<file path="config.mk">
export PLATFORM = sky130hd
export DESIGN_NAME = refdiv_ctrl
export DESIGN_NICKNAME = d
export VERILOG_FILES = /design/src/rtl/refdiv_pkg.sv /design/src/rtl/refdiv_regs.sv /design/src/rtl/refdiv_counter.sv /design/src/rtl/refdiv_ctrl.sv
export SDC_FILE = /design/constraint.sdc
export NUM_CORES = 1
export LEC_CHECK = 0
export BUFFER_PORTS_ARGS = -buffer_cell sky130_fd_sc_hd__buf_2
export CORE_MARGIN = 4
export CORE_UTILIZATION = 51
export DETAILED_ROUTE_END_ITERATION = 10
export PLACE_DENSITY = 0.83
export SETUP_SLACK_MARGIN = 0.3
export SLEW_MARGIN = 10
export SYNTH_ARGS = -nofsm -noshare
export SYNTH_HDL_FRONTEND = slang
export SYNTH_SLANG_ARGS = --single-unit
</file>
<file path="constraint.sdc">
create_clock -name clk -period 8.8 [get_ports clk]
set_input_delay 2.64 -clock clk [delete_from_list [all_inputs] [get_ports clk]]
set_output_delay 2.64 -clock clk [all_outputs]
set_load 0.05 [all_outputs]
</file>
<file path="src/rtl/refdiv_pkg.sv">
package refdiv_pkg;

    typedef enum logic [1:0] {
        SKIP_NONE = 2'd0,
        SKIP_ONE  = 2'd1,
        SKIP_LOW3 = 2'd2
    } skip_e;

    localparam int EN_POS      = 0;
    localparam int DRST_POS    = 1;
    localparam int APPLY_POS   = 2;
    localparam int RATIO_POS   = 4;
    localparam int BUFGATE_POS = 28;
    localparam int LOCK_MAIN   = 31;
    localparam int LOCK_ALT    = 27;

    // Remap forbidden low ratios at write time.
    function automatic int unsigned remap_ratio(input int unsigned r, input skip_e m);
        int unsigned res;
        res = r;
        case (m)
            SKIP_ONE: begin
                if (r == 1) res = 0;
            end
            SKIP_LOW3: begin
                if (r == 1 || r == 2) res = 0;
                else if (r == 3) res = 4;
            end
            default: res = r;
        endcase
        return res;
    endfunction

endpackage

</file>
<file path="src/rtl/refdiv_regs.sv">
module refdiv_regs
    import refdiv_pkg::*;
#(
    parameter int    RATIO_W   = 8,
    parameter bit    GATED     = 1'b1,
    parameter skip_e SKIP_MODE = SKIP_NONE
) (
    input  logic               clk,
    input  logic               rst_n,
    input  logic               wr_en,
    input  logic [31:0]        wr_data,
    output logic               en_o,
    output logic               drst_o,
    output logic               gate_o,
    output logic [RATIO_W-1:0] ratio_o,
    output logic [RATIO_W-1:0] ratio_next_o,
    output logic               apply_o
);

    localparam logic [31:0] FIELD_ONES = (32'd1 << RATIO_W) - 32'd1;
    localparam logic [31:0] USED_MASK  = (32'd1 << EN_POS) | (32'd1 << DRST_POS)
                                       | (32'd1 << APPLY_POS) | (32'd1 << BUFGATE_POS)
                                       | (FIELD_ONES << RATIO_POS);

    typedef struct packed {
        logic               en;
        logic               drst;
        logic               gate;
        logic [RATIO_W-1:0] ratio;
    } ctl_t;

    ctl_t               s_d, s_q;
    logic [RATIO_W-1:0] req_ratio_d;
    logic               unused_bits;

    assign unused_bits = ^(wr_data & ~USED_MASK);

    always_comb begin
        req_ratio_d = RATIO_W'(remap_ratio(32'(wr_data[RATIO_POS +: RATIO_W]), SKIP_MODE));
        s_d = s_q;
        if (wr_en) begin
            s_d.drst = wr_data[DRST_POS];
            s_d.gate = wr_data[BUFGATE_POS];
            if (GATED) begin
                // Ratio may only move while the output is disabled.
                if (s_q.en && (req_ratio_d != s_q.ratio)) begin
                    s_d.en = 1'b0;
                end else begin
                    s_d.en    = wr_data[EN_POS];
                    s_d.ratio = req_ratio_d;
                end
            end else begin
                s_d.en    = 1'b0;
                s_d.ratio = req_ratio_d;
            end
        end
    end

    always_ff @(posedge clk or negedge rst_n) begin
        if (!rst_n) s_q <= '0;
        else        s_q <= s_d;
    end

    assign en_o         = s_q.en;
    assign drst_o       = s_q.drst;
    assign gate_o       = s_q.gate;
    assign ratio_o      = s_q.ratio;
    assign ratio_next_o = s_d.ratio;
    assign apply_o      = wr_en & wr_data[APPLY_POS];

endmodule

</file>
<file path="src/rtl/refdiv_counter.sv">
module refdiv_counter #(
    parameter int RATIO_W = 8
) (
    input  logic               clk,
    input  logic               rst_n,
    input  logic               apply_i,
    input  logic [RATIO_W-1:0] ratio_i,
    input  logic               hold_i,
    output logic               tick_o,
    output logic               lock_o,
    output logic [RATIO_W-1:0] act_o
);

    localparam logic [RATIO_W-1:0] TWO = RATIO_W'(2);

    typedef struct packed {
        logic [RATIO_W-1:0] act;
        logic [RATIO_W-1:0] cnt;
        logic               lock;
    } div_t;

    div_t               s_d, s_q;
    logic [RATIO_W-1:0] last_d;

    always_comb begin
        last_d = (s_q.act < TWO) ? '0 : s_q.act - RATIO_W'(1);
        tick_o = !hold_i && (s_q.cnt == last_d);
        s_d    = s_q;
        if (apply_i) begin
            s_d.act  = ratio_i;
            s_d.cnt  = '0;
            s_d.lock = 1'b0;
        end else if (hold_i) begin
            s_d.cnt  = '0;
            s_d.lock = 1'b0;
        end else if (tick_o) begin
            s_d.cnt  = '0;
            s_d.lock = 1'b1;
        end else begin
            s_d.cnt  = s_q.cnt + RATIO_W'(1);
        end
    end

    always_ff @(posedge clk or negedge rst_n) begin
        if (!rst_n) s_q <= '0;
        else        s_q <= s_d;
    end

    assign lock_o = s_q.lock;
    assign act_o  = s_q.act;

endmodule

</file>
<file path="src/rtl/refdiv_ctrl.sv">
// RATIO_W must lie in 3..23 so the field stays below the lock positions.
module refdiv_ctrl
    import refdiv_pkg::*;
#(
    parameter int    RATIO_W   = 8,
    parameter bit    GATED     = 1'b1,
    parameter skip_e SKIP_MODE = SKIP_NONE,
    parameter bit    LOCK_ALT  = 1'b0
) (
    input  logic        clk,
    input  logic        rst_n,
    input  logic        wr_en,
    input  logic [31:0] wr_data,
    output logic [31:0] rd_data,
    output logic        ce_out,
    output logic        ref_pass_o,
    output logic        dom_rst_o
);

    localparam int LOCK_BIT = LOCK_ALT ? refdiv_pkg::LOCK_ALT : LOCK_MAIN;

    logic               en, drst, gate, apply, tick, lock;
    logic [RATIO_W-1:0] ratio, ratio_next, act_ratio;

    refdiv_regs #(
        .RATIO_W  (RATIO_W),
        .GATED    (GATED),
        .SKIP_MODE(SKIP_MODE)
    ) u_regs (
        .clk         (clk),
        .rst_n       (rst_n),
        .wr_en       (wr_en),
        .wr_data     (wr_data),
        .en_o        (en),
        .drst_o      (drst),
        .gate_o      (gate),
        .ratio_o     (ratio),
        .ratio_next_o(ratio_next),
        .apply_o     (apply)
    );

    refdiv_counter #(
        .RATIO_W(RATIO_W)
    ) u_cnt (
        .clk    (clk),
        .rst_n  (rst_n),
        .apply_i(apply),
        .ratio_i(ratio_next),
        .hold_i (drst),
        .tick_o (tick),
        .lock_o (lock),
        .act_o  (act_ratio)
    );

    generate
        if (GATED) begin : g_gated
            assign ce_out = tick & en;
        end else begin : g_free
            assign ce_out = tick;
        end
    endgenerate

    always_comb begin
        rd_data                        = '0;
        rd_data[EN_POS]                = en;
        rd_data[DRST_POS]              = drst;
        rd_data[RATIO_POS +: RATIO_W]  = ratio;
        rd_data[BUFGATE_POS]           = gate;
        rd_data[LOCK_BIT]              = lock;
    end

    assign ref_pass_o = ~gate;
    assign dom_rst_o  = drst;

endmodule

</file>
After elaboration in Yosys (flattened, before gate mapping):

Cells that the tools add are included.

* equality and inequality tests: 2
* magnitude comparators: 1
* reduce and logical (&&, ||, !) cells: 4
* add/subtract/negate cells: 2
* bitwise logic cells: 3
* muxes and demuxes: 8

Operator list (count)
* two-way mux 8 bit: 4
* two-way mux 9 bit: 2
* adder 8 x 1 -> 8 bit, second input constant: 1
* equality test 8 bit: 1
* < comparator 8 x 2 -> 1 bit, second input constant: 1
* inequality test 8 bit: 1
* subtractor 8 x 1 -> 8 bit, second input constant: 1
* nonzero test 3 bit: 1
* bitwise AND 1 bit: 2
* logical AND 1 bit: 2
* two-way mux 1 bit: 2
* zero test 1 bit: 1
* inverter 1 bit: 1

* output and inout bits: 35
* logic and storage cells: 27
* input bits: 35
* register bits: 28

Logic depth before layout (Yosys ltp):

Gate-level depths: netlist (run 1).

* word-level depth: 7
* mapped depth: 8
* depth with buffers taken out: 8

By module:

From an unflattened synthesis (run 1), not the netlist that was laid out.

* cells, all modules: 233
* area, all modules: 2164.6 µm²

By module, submodules not included
* refdiv_counter: times used 1, area each 1283.7 µm², sequential area each 425.4 µm², cells an instance 142
* refdiv_regs: times used 1, area each 686.9 µm², sequential area each 275.3 µm², cells an instance 64
* refdiv_ctrl: times used 1, area each 193.9 µm², sequential area each 0.0 µm², cells an instance 27

Worst setup path after synthesis (run 1):

OpenSTA, ideal clock, no wires.

* kind: flip-flop to output port
* start point: reg u_cnt.s_q, in the netlist u_cnt.act_o[4]
* end point: out ce_out
* data arrival time: 2.563 ns
* buffers on the path: 2
* required time: 6.160 ns
* cell stages (with the launch flop): 9
* path slack: 3.597 ns
* cell sequence: dfrtp_1 buf_6 or3_1 buf_6 o41ai_4 xor2_1 o2111ai_2 nor3_1 nor3b_2

* cells in the longest elaborated chain, start to end: 5
* elaborated cells on any way between the ends: 6
* those cells by class: add/sub: 1; order compare: 1; eq/ne: 1; mux: 1; bitwise: 1; reduce/logical: 1

Ends and longest elaborated chain
* start, declared: RTL line refdiv_counter.sv:22 `div_t s_d, s_q;`
* start signal, assigned: RTL line refdiv_counter.sv:45 `if (!rst_n) s_q <= '0;`
* start signal, assigned: RTL line refdiv_counter.sv:46 `else s_q <= s_d;`
* subtractor 8 x 1 -> 8 bit or < comparator 8 x 2 -> 1 bit (tied branches): RTL line refdiv_counter.sv:26 `last_d = (s_q.act < TWO) ? '0 : s_q.act - RATIO_W'(1);`
* two-way mux 8 bit (*): RTL line refdiv_counter.sv:26
* equality test 8 bit (*): RTL line refdiv_counter.sv:27 `tick_o = !hold_i && (s_q.cnt == last_d);`
* logical AND 1 bit (*): RTL line refdiv_counter.sv:27
* bitwise AND 1 bit (*): RTL line refdiv_ctrl.sv:57 `assign ce_out = tick & en;`
* end, declared: RTL line refdiv_ctrl.sv:15 `output logic ce_out,`

Mark *: on every way between the ends. The rest lies on a longest branch, timed or not.

Worst setup path after layout (run 1):

* start point: reg u_cnt.s_q, in the netlist u_cnt.act_o[0]
* end point: out ce_out

Same word-level chain as after synthesis.

==> metrics.md, run 1 <==
| Metric | Value |
|---|---|
| Maxcap violations | 0 |
| Pin count of the biggest net entering global routing | 29 |
| Worst Skew | ~0.0048 ns |
| WHS | 0.506 ns |
| Initial Util | 0.531 |
| GR Overflow Total | 0 |
| Post-DR wirelength/cell | 13.3 um |
| Leak Pwr | around 0.82 nW |
| DR vias | ~1,200 |
| Power Total | between 0.3 and 0.4 mW |
| Post-Syn Area per Cell | 10.4 um^2 |
| NumNets Final | 232 |
| Core area | 3360 um^2 |
| DIE WIDTH | between 60 and 70 um |
| Reg2Reg Setup Slack | ~6.4 ns |
| DRT Wirelength | between 3 and 4 mm |
| GPL Wtd Cong | between 0.7 and 0.8 |
| FF-to-FF path depth | 8 |
| CTS tree | yes |
| Hold Path Class | reg -> reg |
| Critical path capture point type | primary output |
| Cell Rows | 21 |
| Worst path slowest cell | or4b_1 |
| DP Area | roughly 1800 um^2 |
| Clock Latency Late Sink | about 0.33 ns |
| Vias in the first global route | between 1,000 and 1,500 |
| Number of flops mapped to enable cells by yosys | 0 |
| Top FF cell, synth | dfrtp_1 |
| RSZ-0062 raised after global routing | false |
| First-pass GRT wire length | between 5 and 6 mm |
| CP startpoint | u_cnt.act_o[0] |
| Postcts setup bufs | 0 |
| Total CTS buffers | 3 |
| Filler Cell Count | between 300 and 400 |
| CTS Root Cell | clkbuf_4 |
| Area Overhead vs Synth | 4.41% |
| Tcrit/Tclk final | 0.628 |
| Fin. max-slew vios | 0 |
| CP max stage delay | approximately 0.47 ns |
| VDD IR max | about 0.15 mV |
| Ys async rst share | 1.00 |
| Antenna violations before repair | 0 |
| Synth cell types | 45 |
| Min Tclk post-route | between 5 and 6 ns |
| I/O Buffers | 29 |
| Slew @ Worst Pin | 0.616 ns |
| Dpl ws | around 3.7 ns |
| Synth area leaders | dfrtp_1, mux2_2, buf_4 |
| R2r endpoint | u_cnt.s_q[5] |
| Cts hold-fix bufs | 0 |
| Synth Cell Area | between 1500 and 2000 um^2 |
| Slew headroom | 0.589 |
| # diodes | 0 |
| Synth warn | 0 |
| CP Max Fanout | 6 |
| CP Cell Sequence | inv_1, ha_1, or4b_1, o22a_1, a31oi_1, o2111ai_2, nor3_1, nor3b_2, buf_2 |
| Clock Sinks | 28 |
| Crit path to | ce_out |
| Top cell type's share of synthesized area | 0.392 |
| Worst path arrival time | between 2 and 3 ns |
| Full die area | 4510 um^2 |
| R2R Path Start | u_cnt.act_o[0] |
| Design area | around 1900 um^2 |
| Worst Path Required | 6.16 ns |
| Sequential share of the synthesized area | 0.392 |
| Clk slew on worst S/H paths | 0.14 ns |
| Longest Clk Path Bufs | 2 |
| Vias per inst | 5.17 |
| Total Routing Usage GR | 0.151 |
| Share of cells above drive strength 1 | 0.290 |
| Die H | 67.2 um |
| Power per cell area | approximately 210 nW/um^2 |
| Cells after Synth | about 170 |
| Seq cells post-synth | 28 |
| Crit start category | flip-flop |
| Setup TNS | 0 ns |
| Status | finished, final reports clean |
| DRC errors left | 0 |
| Final Setup Violations | 0 |
| Initial DRC Count | between 60 and 70 |
| Fmax | ~0.18 GHz |
| I/O pin count | 70 |
| Htree depth | 1 |
| Post-route setup slack | between 3 and 4 ns |
| Fin. Hold Viols | 0 |
| Cell taking the most area after synthesis | dfrtp_1 |
| DR pass1 iterations | 4 |
| Type of the worst setup path | reg -> out |
| Post-CTS resize count | 0 |
| DP HPWL | about 2.5 mm |
| Antenna viol nets, final | 0 |
## stage by stage
step	cells	util
CTS	239	0.554
floorplan	191	-
global route	239	0.554
global placement	236	0.548
finish	239	0.554
detailed placement	236	0.548
## placed cells by master, fill, tap and decap left out, types with 5 or more instances in the layout
cell | Yosys | final
buf_2 | 0 | 29
nand3_1 | 6 | 6
mux2_2 | 17 | 17
inv_1 | 7 | 7
conb_1 | 1 | 20
nand2_1 | 5 | 5
dfrtp_1 | 28 | 28
nor2_1 | 11 | 11
xnor2_1 | 11 | 11
o21ai_0 | 5 | 5
xor2_1 | 6 | 6
## synth_stat cells, drive strengths merged, types with 2 or more instances
library cell and count:
or4 5, or3 3, inv 7, ha 2, o21ai 5, or2 2
nand4 2, nand3 6, nand2 5, nor2 11, nor3b 2, mux2 17
nor3 4, o2111ai 2, xnor2 11, nor2b 2, xor2 6, o31ai 2
buf 27, dfrtp 28, o211ai 3, clkbuf 3
## where the power goes
part | switching [mW] | internal, mW | total (mW)
combinational | 0.106 | 0.0579 | 0.164
clock | 0.0357 | 0.0161 | 0.0518
sequential | 0.0308 | 0.148 | 0.179
total | 0.172 | 0.222 | 0.394
## state kept, by name, indices dropped and copies added (netlist names)
register and flops:
u_cnt.act_o 8, u_cnt.s_q 8, u_regs.ratio_o 8, u_cnt.lock_o 1, u_regs.drst_o 1, u_regs.en_o 1, u_regs.gate_o 1
## how the worst min path moves through the flow
stage	depth (start not counted)	start	to	slack, ns
floorplan	1	u_cnt.lock_o	u_cnt.lock_o	0.47
global placement	1	u_cnt.lock_o	u_cnt.lock_o	0.47
detailed placement	1	u_cnt.lock_o	u_cnt.lock_o	0.48
CTS	1	u_cnt.lock_o	u_cnt.lock_o	0.52
global route	1	u_cnt.lock_o	u_cnt.lock_o	0.53
finish	1	u_cnt.lock_o	u_cnt.lock_o	0.51
## cells by family (layout without fill, tap and decap cells)
family,after synthesis,in the layout,share of synthesized area
AND/OR/NAND/NOR,47,47,0.147
buffers and inverters,37,39,0.137
flip-flops,28,28,0.392
AO/OA/AOI/OAI,22,22,0.111
multiplexers,18,18,0.113
XOR/XNOR,17,17,0.0834
adder cells (fa/ha/maj),2,2,0.0140
other,1,20,0.00210
## critical path, delay by kind of cell, from the launching register on
kind                       cells  cell delay, ns
buffers and inverters          2            0.37
AOI/OAI and AO/OA              3            0.58
adders and majority gates      1            0.19
DFF                            1            0.46
and+or+nand+nor                3            0.94
## metal layers
metal	global-route usage	part of all wire
met2	0.256	0.49
met5	0	0
met1	0.187	0.44
met3	0.0349	0.057
met4	0.0532	0.014
## final cells by class
cell class                 instances  area, um^2  share of cell area
inverter                           7        26.3              0.0141
sequential                        28         701               0.376
multi-input combinational        126         912               0.489
clock buffer                       3        22.5              0.0121
tap                               46        57.6              0.0309
timing repair buffer              29         145              0.0779
No activity file was read; power rests on OpenSTA's default activity.
==> run 2, diff against run 1 <==
- CORE_UTILIZATION: 51 -> 44
- PLACE_DENSITY: 0.83 -> 0.76
- clock period: 8.8 -> 4.44 ns (I/O delays scaled with it)
==> metrics.md, run 2 (synthesis results as in run 1) <==
| Metric | Value |
|---|---|
| Final Setup Violations | 0 (unchanged) |
| Pin count of the biggest net entering global routing | 29 (unchanged) |
| Vias in the first global route | 1,161 (-0.51%) |
| First-pass GRT wire length | 5.31 mm (+2.0%) |
| Share of cells above drive strength 1 | 0.316 (+0.0259) |
| R2R Path Start | u_cnt.act_o[0] |
| Maxcap violations | 0 (unchanged) |
| Met3 Resource Use GR | 0.0309 (-0.00409) |
| Status | finished, final reports clean |
| DP Area | 1840 um^2 (+0.14%) |
| Min Tclk post-route | ~4 ns |
| Worst Skew | 0.00435 ns (-0.000419 ns) |
| Reg2Reg Setup Slack | 1.97 ns (-4.38 ns) |
| FF-to-FF path depth | 8 (unchanged) |
| DIE WIDTH | 71.7 um (+6.7%) |
| DR pass1 iterations | 4 (unchanged) |
| VDD IR max | 0.196 mV (+28%) |
| DR vias | 1,228 (-0.65%) |
| Post-route setup slack | 0.459 ns (-2.82 ns) |
| Design area | 1910 um^2 (+2.3%) |
| Post-DR wirelength/cell | 13.2 um (-0.77%) |
| GRT busiest layer | met2 |
| Initial DRC Count | 58 (-15%) |
| Commonest cells after routing, fill and taps aside | buf_2, dfrtp_1, conb_1 |
| Non-Filler Instances | 241 (+0.84%) |
| DP HPWL | 2.48 mm (+1.0%) |
| Fin. max-slew vios | 0 (unchanged) |
| Full die area | 5140 um^2 (+14%) |
| GR Overflow Total | 0 (unchanged) |
| Total CTS buffers | 3 (unchanged) |
| R2r endpoint | u_cnt.s_q[3] |
| Initial Util | 0.470 (-0.0609) |
| Fin. Hold Viols | 0 (unchanged) |
| Crit start category | flip-flop |
| NumNets Final | 232 (unchanged) |
| Most common cell after layout, fill and taps aside | buf_2 |
| I/O Buffers | 29 (unchanged) |
| Core area | 3800 um^2 (+13%) |
| Setup TNS | 0 ns (unchanged) |
| Met1 GRT Util | 0.172 (-0.0145) |
| Antenna viol nets, final | 0 (unchanged) |
| Htree depth | 1 (unchanged) |
| CTS tree | yes |
| CP Max Fanout | 6 (unchanged) |
| Leak Pwr | 0.824 nW (+1.1%) |
| GPL Wtd Cong | 0.745 (-0.59%) |
| Vias per inst | 5.10 (-1.5%) |
| Critical path capture point type | primary output |
| Hold Path Class | reg -> reg |
| CP startpoint | u_cnt.act_o[7] |
| Filler Cell Count | 357 (+16%) |
| Clock Sinks | 28 (unchanged) |
| Cts hold-fix bufs | 0 (unchanged) |
| Grt met2 use | 0.200 (-0.0564) |
| RSZ-0062 raised after global routing | false |
| Longest Clk Path Bufs | 2 (unchanged) |
| I/O pin count | 70 (unchanged) |
| Crit path to | ce_out |
| # diodes | 0 (unchanged) |
| Dpl ws | 0.610 ns (-3.05 ns) |
| Slew @ Worst Pin | 0.628 ns (+0.0114 ns) |
| Cell Rows | 22 (+4.8%) |
| DRT Wirelength | 3.17 mm (about the same) |
| Type of the worst setup path | reg -> out |
| Worst Path Required | 3.11 ns (-3.05 ns) |
| Slew headroom | 0.581 (-0.00761) |
| Hold Path Stages | 1 (unchanged) |
| Worst path arrival time | 2.65 ns (-0.23 ns) |
| Dpl cells | 238 (+0.85%) |
| Antenna violations before repair | 0 (unchanged) |
| Clk slew on worst S/H paths | 0.09 ns (-0.05 ns) |
| Fmax | ~0.25 GHz |
| Tcrit/Tclk final | 0.897 |
| DRC errors left | 0 (unchanged) |
| Power per cell area | 432 nW/um^2 (+100%) |
| Postcts setup bufs | 0 (unchanged) |
| Clock Latency Late Sink | 0.27 ns (-0.06 ns) |
| Die H | 71.7 um (+6.7%) |
| Total Routing Usage GR | 0.128 (-0.0230) |
| CTS Root Cell | clkbuf_8 |
| Area Overhead vs Synth | 6.80% |
[run 2: metrics by stage]
stage | utilization | hold slack (ns) | power (mW)
5_1_grt | 0.502 | 0.541 | 0.871
2_1_floorplan | - | 0.465 | 0.639
3_3_place_gp | 0.486 | 0.468 | 0.674
3_5_place_dp | 0.486 | 0.508 | 0.685
4_1_cts | 0.498 | 0.529 | 0.825
6_report | 0.502 | 0.515 | 0.825
[run 2: area by class of cell]
type                            instances  area, um^2  area share
Inverter                                7        26.3      0.0138
Multi-Input combinational cell        126         928       0.487
Sequential cell                        28         703       0.369
Timing Repair Buffer                   29         148      0.0774
Tap cell                               48        60.1      0.0315
Clock buffer                            3        41.3      0.0217
[run 2: worst min-delay path by stage]
| stage | startpoint | end | slack (ns) |
|---|---|---|---|
| floorplan | u_cnt.lock_o | u_cnt.lock_o | 0.47 |
| global placement | u_cnt.lock_o | u_cnt.lock_o | 0.47 |
| detailed placement | u_cnt.lock_o | u_cnt.lock_o | 0.51 |
| CTS | u_cnt.lock_o | u_cnt.lock_o | 0.53 |
| global route | u_cnt.lock_o | u_cnt.lock_o | 0.54 |
| finish | u_cnt.lock_o | u_cnt.lock_o | 0.51 |
[run 2: timing repair]
| action | 4_1_cts | 5_1_grt |
|---|---|---|
| pin swaps | 0 | 1 |
| cloned | 0 | 0 |
| endpoints found under the setup margin | 1 | 1 |
| resized for setup | 1 | 7 |
[run 2: layer usage]
metal / routed length [um] / part of all wire
met4: 35 / 0.011
met3: 186 / 0.059
met1: 1460 / 0.46
met2: 1490 / 0.47
met5: 0 / 0
[run 2: worst max-delay path: stages, from the launching register on]
cell      delay, ns
dfrtp_1        0.45
or4_4          0.60
or4_1          0.42
o211ai_1       0.15
nand3_2        0.15
nor3_2         0.21
nor3b_2        0.18
buf_4          0.21
[run 2: report_power, final]
group	internal [mW]	leakage [nW]	switching (mW)
clock	0.0610	0.0216	0.0767
combinational	0.118	0.457	0.214
sequential	0.295	0.346	0.0600
total	0.474	0.824	0.350
==> run 3, diff against run 2 <==
- ABC_AREA: unset -> 1
==> metrics.md, run 3 <==
| Metric | Value |
|---|---|
| Post-DR wirelength/cell | 10.6 um (-19%) |
| Type of the worst setup path | reg -> out |
| First-pass GRT wire length | 5.79 mm (+9.1%) |
| Top FF cell, synth | dfrtp_1 |
| Synth Cell Area | 1800 um^2 (+0.77%) |
| CP Max Fanout | 8 (+2) |
| Cts hold-fix bufs | 0 (unchanged) |
| Antenna viol nets, final | 0 (unchanged) |
| WHS | 0.498 ns (-0.0166 ns) |
| FF-to-FF path depth | 10 (+2) |
| Tcrit/Tclk final | 0.817 (-0.0793) |
| Clock Latency Late Sink | 0.27 ns (about the same) |
| I/O pin count | 70 (unchanged) |
| DR vias | 1,459 (+19%) |
| Total Routing Usage GR | 0.139 (+0.0108) |
| Post-CTS resize count | 0 (-1) |
| Synth cell types | 24 (-47%) |
| Fmax | 0.276 GHz (+9.7%) |
| Slew @ Worst Pin | 0.605 ns (-0.0228 ns) |
| Status | finished, final reports clean |
| Hold Path Stages | 1 (unchanged) |
| Crit start category | flip-flop |
| WHS Endpoint | u_cnt.s_q[1] |
| Setup TNS | 0 ns (unchanged) |
| Postcts setup bufs | 0 (unchanged) |
| Ys async rst share | 1.00 (unchanged) |
| Share of cells above drive strength 1 | 0.169 (-0.147) |
| Min Tclk post-route | 3.63 ns (-0.352 ns) |
| R2R Path Start | u_cnt.act_o[0] |
| Power per cell area | 419 nW/um^2 (-3.2%) |
| Power Total | 0.809 mW (-1.9%) |
| Dpl ws | 1.10 ns (+0.486 ns) |
| Total CTS buffers | 3 (unchanged) |
| DIE WIDTH | 71.9 um (+0.34%) |
| GR Overflow Total | 0 (unchanged) |
| Most common cell after layout, fill and taps aside | nand2_1 |
| Top cell type's share of synthesized area | 0.389 (-0.00300) |
| Cell Rows | 22 (unchanged) |
| Clock Sinks | 28 (unchanged) |
| Cell taking the most area after synthesis | dfrtp_1 |
| Htree depth | 1 (unchanged) |
| # diodes | 0 (unchanged) |
| Vias per inst | 4.65 (-8.8%) |
| Fin. Hold Viols | 0 (unchanged) |
| DRT Wirelength | 3.33 mm (+5.1%) |
| VDD IR max | 0.336 mV (+71%) |
| Slew headroom | 0.597 (+0.0152) |
| Commonest cells after routing, fill and taps aside | nand2_1, buf_2, dfrtp_1 |
| GPL Wtd Cong | 0.863 (+16%) |
| Pin count of the biggest net entering global routing | 29 (unchanged) |
| Number of flops mapped to enable cells by yosys | 0 (unchanged) |
| DP Area | 1880 um^2 (+1.8%) |
| Post-synth top cells | nand2_1, dfrtp_1, buf_4, inv_1, nor2_1 |
| CTS Root Cell | clkbuf_8 |
| Full die area | 5180 um^2 (+0.68%) |
| Sequential share of the synthesized area | 0.389 (-0.00300) |
| Fin. max-slew vios | 0 (unchanged) |
| Critical path capture point type | primary output |
| RSZ-0062 raised after global routing | false |
| Seq cells post-synth | 28 (unchanged) |
| CTS tree | yes |
| Leak Pwr | 1.02 nW (+24%) |
| Hold Path Class | reg -> reg |
| Worst Path Required | 3.11 ns (about the same) |
| Worst path arrival time | 2.30 ns (-0.35 ns) |
| Final Setup Violations | 0 (unchanged) |
| Post-route setup slack | 0.811 ns (+0.352 ns) |
| Initial Util | 0.474 (+0.00362) |
| Clk slew on worst S/H paths | 0.09 ns (about the same) |
| Synth area leaders | dfrtp_1, nand2_1, buf_4 |
| Initial DRC Count | 59 (+1.7%) |
| Design area | 1930 um^2 (+1.3%) |
| Post-Syn Area per Cell | 7.47 um^2 (-28%) |
| Synth warn | 0 (unchanged) |
| Min-Delay Startpoint | u_cnt.s_q[1] |
| Longest Clk Path Bufs | 2 (unchanged) |
| Maxcap violations | 0 (unchanged) |
| I/O Buffers | 29 (unchanged) |
| DRC errors left | 0 (unchanged) |
| Reg2Reg Setup Slack | 2.49 ns (+0.52 ns) |
| DP HPWL | 2.63 mm (+6.0%) |
| Antenna violations before repair | 0 (unchanged) |
| Most common cell in the netlist | nand2_1 |
| Core area | 3800 um^2 (unchanged) |
| Area Overhead vs Synth | 7.37% |
| Worst Skew | 0.00388 ns (-0.000474 ns) |
| Die H | 71.9 um (+0.34%) |
| R2r endpoint | u_cnt.s_q[3] |
| Vias in the first global route | 1,319 (+14%) |
| NumNets Final | 304 (+31%) |
| Cells after Synth | 241 (+40%) |
| DR pass1 iterations | 4 (unchanged) |
-- run 3: how the worst max path moves through the flow --
stage | endpoint | cells past startpoint | startpoint | slack (ns)
floorplan | ce_out | 9 | u_cnt.act_o[0] | 1.07
CTS | ce_out | 10 | u_cnt.act_o[0] | 0.78
global route | ce_out | 10 | u_cnt.act_o[0] | 0.60
detailed placement | ce_out | 10 | u_cnt.act_o[0] | 1.10
global placement | ce_out | 10 | u_cnt.act_o[0] | 1.14
finish | ce_out | 10 | u_cnt.act_o[0] | 0.81
-- run 3: kinds of logic after synthesis --
family,count (synthesis),share of synthesized area
buffers and inverters,53,0.165
other,1,0.00208
xor gates and xnor gates,13,0.0633
and+or+nand+nor,129,0.323
adders and majority gates,2,0.0139
DFF,28,0.389
AOI/OAI and AO/OA,15,0.0431
-- run 3: through the flow --
stage	utilization	std cells
finish	0.509	314
global route	0.509	314
CTS	0.509	314
detailed placement	0.494	310
global placement	0.494	310
floorplan	-	260
-- run 3: report_power, final --
| group | switching (mW) | internal [mW] |
|---|---|---|
| Combinational | 0.239 | 0.0932 |
| Sequential | 0.0322 | 0.287 |
| Clock | 0.0774 | 0.0794 |
| Total | 0.349 | 0.460 |
-- run 3: layout make-up --
type,instances,area (um^2)
clock buffer,4,55.1
sequential,28,701
multi-input combinational,179,873
fill,390,1870
inverter,26,97.6
timing repair buffer,29,145
tap,48,60.1
-- run 3: metal layers --
layer	vias to the layer above	wire (um)	global-route usage
met5	-	0	0
met4	0	30	0.0313
met1	664	1540	0.183
met3	5	158	0.0346
li1	762	-	-
met2	28	1600	0.230
-- run 3: worst max-delay path: stages (launching register included) --
cell and delay [ns]:
dfrtp_1 0.36, clkinv_1 0.20, ha_1 0.34, xor2_1 0.25
nand3_2 0.09, nand2_1 0.07, nand2_1 0.05, nor2_1 0.14
nand3_2 0.15, nor2_1 0.10, buf_2 0.26
